[config.mk]
export PLATFORM = sky130hd
export DESIGN_NAME = kbsb_bridge
export DESIGN_NICKNAME = d
export VERILOG_FILES = /design/src/rtl/kbsb_pkg.sv /design/src/rtl/kbsb_seq.sv /design/src/rtl/kbsb_xform.sv /design/src/rtl/kbsb_reqgen.sv /design/src/rtl/kbsb_bridge.sv
export SDC_FILE = /design/constraint.sdc
export NUM_CORES = 1
export LEC_CHECK = 0
export BUFFER_PORTS_ARGS = -buffer_cell sky130_fd_sc_hd__buf_4
export CAP_MARGIN = 10
export CORE_UTILIZATION = 40
export CTS_CLUSTER_DIAMETER = 60
export DETAILED_ROUTE_END_ITERATION = 10
export HOLD_SLACK_MARGIN = 0.08
export PLACE_DENSITY_LB_ADDON = 0.2
export SLEW_MARGIN = 25
export SYNTH_ARGS = -nofsm -noshare
export SYNTH_HDL_FRONTEND = slang
export SYNTH_HIERARCHICAL = 1
export SYNTH_SLANG_ARGS = --single-unit
[constraint.sdc]
create_clock -name clk -period 1.7 [get_ports clk]
set_input_delay 0.425 -clock clk [delete_from_list [all_inputs] [get_ports clk]]
set_output_delay 0.425 -clock clk [all_outputs]
set_load 0.005 [all_outputs]
[src/rtl/kbsb_pkg.sv]
package kbsb_pkg;
  typedef enum logic [2:0] {
    ST_BOOT,
    ST_INIT,
    ST_KB_STAT,
    ST_KB_DATA,
    ST_KB_SEND,
    ST_HS_STAT,
    ST_HS_DATA,
    ST_HS_SHOW
  } seq_state_t;

  localparam int PORT_HS_CSR   = 0;
  localparam int PORT_HS_DATA  = 1;
  localparam int PORT_VID_CMD  = 2;
  localparam int PORT_VID_DATA = 3;
  localparam int PORT_KB_CSR   = 4;
  localparam int PORT_KB_DATA  = 5;

  localparam int INIT_STEPS = 4;
  localparam int STEP_W     = $clog2(INIT_STEPS);

  localparam logic [7:0] CMD_CLEAR = 8'h03;
  localparam logic [7:0] CMD_READY = 8'h20;
endpackage

[src/rtl/kbsb_seq.sv]
module kbsb_seq
  import kbsb_pkg::*;
#(
  parameter int DATA_W = 8
) (
  input  logic                  clk,
  input  logic                  rst,
  input  logic                  bus_ack,
  input  logic [DATA_W-1:0]     bus_rdata,
  output seq_state_t            state,
  output logic [STEP_W-1:0]     step,
  output logic [DATA_W-1:0]     held
);
  always_ff @(posedge clk) begin
    if (rst) begin
      state <= ST_BOOT;
      step  <= '0;
      held  <= '0;
    end else begin
      case (state)
        ST_BOOT: state <= ST_INIT;
        ST_INIT: if (bus_ack) begin
          if (step == STEP_W'(INIT_STEPS - 1)) state <= ST_KB_STAT;
          else step <= step + 1'b1;
        end
        ST_KB_STAT: if (bus_ack) state <= bus_rdata[0] ? ST_KB_DATA : ST_HS_STAT;
        ST_KB_DATA: if (bus_ack) begin
          held  <= bus_rdata;
          state <= ST_KB_SEND;
        end
        ST_KB_SEND: if (bus_ack) state <= ST_HS_STAT;
        ST_HS_STAT: if (bus_ack) state <= bus_rdata[0] ? ST_HS_DATA : ST_KB_STAT;
        ST_HS_DATA: if (bus_ack) begin
          held  <= bus_rdata;
          state <= ST_HS_SHOW;
        end
        ST_HS_SHOW: if (bus_ack) state <= ST_KB_STAT;
        default:    state <= ST_BOOT;
      endcase
    end
  end
endmodule

[src/rtl/kbsb_xform.sv]
module kbsb_xform #(
  parameter int DATA_W = 8
) (
  input  logic [DATA_W-1:0] din,
  output logic [DATA_W-1:0] marked,
  output logic [DATA_W-1:0] stripped
);
  localparam int MSB = DATA_W - 1;
  localparam logic [DATA_W-1:0] TOP = DATA_W'(1) << MSB;

  assign marked   = din | TOP;
  assign stripped = din & ~TOP;
endmodule

[src/rtl/kbsb_reqgen.sv]
module kbsb_reqgen
  import kbsb_pkg::*;
#(
  parameter int DATA_W = 8,
  parameter int ADDR_W = 3
) (
  input  seq_state_t          state,
  input  logic [STEP_W-1:0]   step,
  input  logic [DATA_W-1:0]   marked,
  input  logic [DATA_W-1:0]   stripped,
  output logic                req,
  output logic                we,
  output logic [ADDR_W-1:0]   addr,
  output logic [DATA_W-1:0]   wdata
);
  always_comb begin
    req   = (state != ST_BOOT);
    we    = 1'b0;
    addr  = '0;
    wdata = '0;
    case (state)
      ST_INIT: begin
        we    = 1'b1;
        addr  = step[0] ? ADDR_W'(PORT_HS_CSR) : ADDR_W'(PORT_VID_CMD);
        wdata = step[1] ? DATA_W'(CMD_READY) : DATA_W'(CMD_CLEAR);
      end
      ST_KB_STAT: addr = ADDR_W'(PORT_KB_CSR);
      ST_KB_DATA: addr = ADDR_W'(PORT_KB_DATA);
      ST_KB_SEND: begin
        we    = 1'b1;
        addr  = ADDR_W'(PORT_HS_DATA);
        wdata = marked;
      end
      ST_HS_STAT: addr = ADDR_W'(PORT_HS_CSR);
      ST_HS_DATA: addr = ADDR_W'(PORT_HS_DATA);
      ST_HS_SHOW: begin
        we    = 1'b1;
        addr  = ADDR_W'(PORT_VID_DATA);
        wdata = stripped;
      end
      default: ;
    endcase
  end
endmodule

[src/rtl/kbsb_bridge.sv]
module kbsb_bridge
  import kbsb_pkg::*;
#(
  parameter int DATA_W = 8,
  parameter int ADDR_W = 3
) (
  input  logic              clk,
  input  logic              rst,
  output logic              bus_req,
  output logic              bus_we,
  output logic [ADDR_W-1:0] bus_addr,
  output logic [DATA_W-1:0] bus_wdata,
  input  logic              bus_ack,
  input  logic [DATA_W-1:0] bus_rdata
);
  seq_state_t          state;
  logic [STEP_W-1:0]   step;
  logic [DATA_W-1:0]   held, marked, stripped;

  kbsb_seq #(.DATA_W(DATA_W)) u_seq (
    .clk(clk), .rst(rst), .bus_ack(bus_ack), .bus_rdata(bus_rdata),
    .state(state), .step(step), .held(held)
  );

  kbsb_xform #(.DATA_W(DATA_W)) u_xform (
    .din(held), .marked(marked), .stripped(stripped)
  );

  kbsb_reqgen #(.DATA_W(DATA_W), .ADDR_W(ADDR_W)) u_reqgen (
    .state(state), .step(step), .marked(marked), .stripped(stripped),
    .req(bus_req), .we(bus_we), .addr(bus_addr), .wdata(bus_wdata)
  );
endmodule

# Word-level counts from Yosys, hierarchy flattened
# Index checks and enable logic that the tools add are counted.
totals:
  reg_bits: 12
  latch_bits: 0
  mem_bits_rw: 0
  romBits: 0
  inputBits: 11
  out_inout_bits: 13
  n_memories: 0
op_classes:
  n_addsub: 1
  mul: 0
  div_mod_pow: 0
  magnitude_cmp: 0
  eq_ne: 16
  shift: 0
  muxes: 16
  bitwise: 1
  reduce_logical: 8
ops:
  columns: ["operator", "count"]
  rows:
  - ["2-to-1 mux 3 bit", 10]
  - ["case mux 3 bit (8 select lines)", 1]
  - ["case mux 8 bit (3 select lines)", 1]
  - ["inequality test 2 bit, second input constant", 8]
  - ["case mux 3 bit (5 select lines)", 1]
  - ["== test 3 bit, second input constant", 4]
  - ["AND reduction 8 bit", 1]
  - ["== test 3 x 2 -> 1 bit, second input constant", 2]
  - ["2-to-1 mux 6 bit", 1]
  - ["OR reduction 2 bit", 2]
  - ["== test 3 x 1 -> 1 bit, second input constant", 1]
  - ["logical NOT 3 bit", 1]
  - ["AND reduction 3 bit", 1]
  - ["nonzero test 3 bit", 1]
  - ["OR reduction 3 bit", 1]
  - ["adder 2 x 1 -> 2 bit, second input constant", 1]
  - ["== test 2 bit, second input constant", 1]
  - ["2-to-1 mux 2 bit", 1]
  - ["AND reduction 2 bit", 1]
  - ["2-to-1 mux 1 bit", 1]
  - ["NOT 1 bit", 1]

# Logic depth before layout (Yosys ltp)
logic_depth:
  word_depth: 4
  ltp_mapped: 4

# Hierarchy
# The synthesis kept the hierarchy.
modules_own_cells:
  columns: ["mod", "n_inst", "cells_each", "area_each_um2", "seq_area_each_um2"]
  rows:
  - ["kbsb_seq", 1, 65, 626.9, 260.2]
  - ["kbsb_reqgen", 1, 41, 292.8, 0.0]
  - ["kbsb_xform", 1, 18, 127.6, 0.0]

# Least setup slack after synthesis
# No wires, ideal clock.
synth_timing:
  kind: "register to output"
  startpoint: "reg u_seq.state[2]"
  endpoint: "out bus_wdata[0]"
  arrival_ns: 1.066
  path_slack_ns: 0.209
  stages_incl_launch_ff: 4
  n_path_buf: 1
  path_cell_list: "dfxtp_1 > buf_2 > or4bb_1 > nand3_1"
synth_between:
  elab_chain_cells: 2
  word_cells_on_any_way: 4
  classes_between: "eq/ne: 3; mux: 1"
synth_rtl:
  columns: ["item", "line", "rtl"]
  rows:
  - ["start, declared", "kbsb_seq.sv:10", "output seq_state_t state,"]
  - ["start signal, assigned", "kbsb_seq.sv:26", "ST_KB_STAT: if (bus_ack) state <= bus_rdata[0] ? ST_KB_DATA : ST_HS_STAT;"]
  - ["start signal, assigned", "kbsb_seq.sv:32", "ST_HS_STAT: if (bus_ack) state <= bus_rdata[0] ? ST_HS_DATA : ST_KB_STAT;"]
  - ["== test 3 bit or == test 3 x 1 -> 1 bit (tied branches)", "kbsb_reqgen.sv:21", "case (state)"]
  - ["case mux 8 bit (3 select lines) (*)", "kbsb_reqgen.sv:21", null]
  - ["end, declared", "kbsb_bridge.sv:12", "output logic [DATA_W-1:0] bus_wdata,"]
# Every way passes the cells marked *; elsewhere a longest branch is shown, timed or not.

# Worst setup path after layout
layout_timing:
  startpoint: "reg u_seq.state[0]"
  endpoint: "out bus_wdata[1]"
# Same word-level chain as after synthesis.

==> flow_summary_export.csv <==
group,metric,value,unit
status,status,"complete, but fails checks",
status,failed_checks,"negative setup slack",
place,pre_cts_slack,0.0766,ns
setup_path,r2r-start,"u_seq/state[0]",
grt,grtUsageTotal,0.163,
grt,antenna_found_initial,0,
timing,setup_viol,11,
power_and_ir_drop,vdd_ir_drop_max,308,uV
setup_path,reg2regPathDepth,5,
final_layout,num-nets-final,148,
timing,max_freq,528,MHz
clock_tree,cts_buffer_depth,2,
clock_tree,numCtsBuffers,3,
grt,grt_pass1_wl,3240,um
place,port_buffers,22,
yosys,ys_warn_count,6,
clock_tree,clk_pin_slew,0.07,ns
drt,drt-pass1-iter-count,4,
drt,route.detailed.drc,0,
grt,grt_max_degree,22,
place,place_hpwl,1230,um
clock_tree,cts-root-buf,"clkbuf_4",
drt,drt-wirelength-per-cell,12.8,um
yosys,synth_nets,132,
setup_path,critical_path.max_fanout,9,
clock_tree,clock_latency,0.27,ns
setup_path,worstSetupPathType,"register to primary output",
setup_path,endpoint_kind,"primary output",
setup_path,path_cells,"buf_12, or4bb_1, nand3_2, buf_6",
clock_tree,cts_tree,"built",
timing,whs,0.422,ns
final_layout,multi_input_area,613,um2
grt,gr-total-overflow,0,
setup_path,reg2reg_to,"u_seq/held[6]",
power_and_ir_drop,power_density,445,nW/um2
drt,drt-total-wl,2080,um
drt,ant_nets,0,
power_and_ir_drop,power_leakage,0.521,nW
place,gp_congestion,0.730,
final_layout,area_delta_synth_final,29.1,%
worst_hold_path,hp-class,"input port to register",
timing,setup_ws,-0.195,ns
floorplanning,rows,17,
worst_hold_path,worst_hold_startpoint,"bus_rdata[1]",
clock_tree,h-tree-depth,1,
setup_path,cp_slowest_stage_delay,0.51,ns
floorplanning,core-area,2300,um2
final_layout,stdcell_count,162,
setup_path,critPathBufInv,2,
yosys,avgSynthCellArea,8.37,um2
place,dpl.cell_count,152,
worst_hold_path,hold_end,"u_seq/held[1]",
grt,grt_pass1_vias,734,
clock_tree,clkSinkCount,12,
timing,hold_viol_final,0,
floorplanning,initial_utilization,0.437,
yosys,synthCells,120,
setup_path,cp-start-kind,"register",
final_layout,fin_area,1300,um2
setup_path,cp.required,1.27,ns
yosys,netlist_area,1000,um2
final_layout,fillers,207,
setup_path,worstPathArrival,1.47,ns
final_layout,drive_above_1_share,0.366,
floorplanning,die_h,52.1,um
drt,vias,830,
floorplanning,io_pins,24,
drt,via_per_inst,5.12,
setup_path,crit_family,"simple AND/OR/NAND/NOR gates",
floorplanning,die-area,2720,um2
final_layout,layout.area.seq,249,um2
job,drv_cap,0,
timing,period_share,1.11,
power_and_ir_drop,power.total,0.000577,W
timing,grt_setup_unrepaired,"true",
setup_path,cp_slowest_cell,"or4bb_1",
timing,slew_viol_final,0,
setup_path,crit_cells,4,
setup_path,r2r_slack,0.16,ns
worst_hold_path,hold_depth,3,
floorplanning,fp.dieW,52.1,um
drt,drtIter0Drc,8,
final_layout,diodes,0,
place,placed_cell_area,1100,um2
timing,fin_skew,0.00757,ns
timing,period_minus_slack,1.89,ns
[placed cells by master (no fill, tap or decap), types with 2 or more instances in the layout]
cell       instances
conb_1             2
a31oi_1            2
a21boi_2           2
nor3_1             2
inv_1              2
nand3_1            6
a21boi_1           4
mux2i_1            8
dfxtp_4            2
nor2_1             3
or4bb_1            2
nand4bb_1          2
clkbuf_4           3
buf_12             2
dfxtp_1            9
nand2_1            2
buf_6              8
nand2b_1          18
nand4_1            3
buf_4             23
or3b_1             5
nor2b_1            2
nand3_2            2
[flip-flops by register name (all words and copies together) (netlist names)]
register / cells
u_seq/held: 7
u_seq/state: 3
u_seq/step: 2
[final cells by class]
cell class,count,share of cell area
multi-input combinational,81,0.473
timing repair buffer,36,0.285
sequential,12,0.192
tap,28,0.0270
clock buffer,3,0.0174
inverter,2,0.00579
[routing by layer]
metal  GRT usage  vias up  routed length [um]
met3      0.0175        4                  62
li1            -      430                   -
met2       0.256       19                1000
met1       0.212      377                 982
met4      0.0946        0                  31
met5           0        -                   0
[worst reg2reg max path, delay by kind of cell, from the launching register on]
family,cells,cell delay (ns)
AND/OR/NAND/NOR,1,0.44
flip-flops,1,0.37
buffers and inverters,2,0.28
multiplexers,1,0.22
XOR/XNOR,1,0.15
[power by group]
| group | internal, W | switching [W] |
|---|---|---|
| Sequential | 0.000283 | 0.00000601 |
| Clock | 0.0000819 | 0.0000871 |
| Combinational | 0.0000756 | 0.0000430 |
| Total | 0.000441 | 0.000136 |
[how the worst max path moves through the flow]
stage	endpoint	start
after floorplan	bus_wdata[0]	u_seq/state[2]
after global placement	bus_wdata[1]	u_seq/state[0]
after detailed placement	bus_wdata[4]	u_seq/state[1]
after CTS	bus_wdata[1]	u_seq/state[1]
after global routing	bus_wdata[2]	u_seq/state[1]
final	bus_wdata[1]	u_seq/state[0]
[metrics by stage]
stage               setup TNS, ns  utilization
finish                      -1.44        0.565
global route                -1.95        0.565
CTS                         -1.31        0.523
detailed placement              0        0.477
global placement                0        0.477
floorplan                       0            -
[what timing repair did]
item / in CTS / in global routing
buffers inserted: 3 / 2
pin swaps: 6 / 7
gates cloned: 1 / 1
hold buffers: 0 / 0
gates resized for setup: 11 / 15
setup endpoints to repair: 12 / 12
No activity file was read; power rests on OpenSTA's default activity.
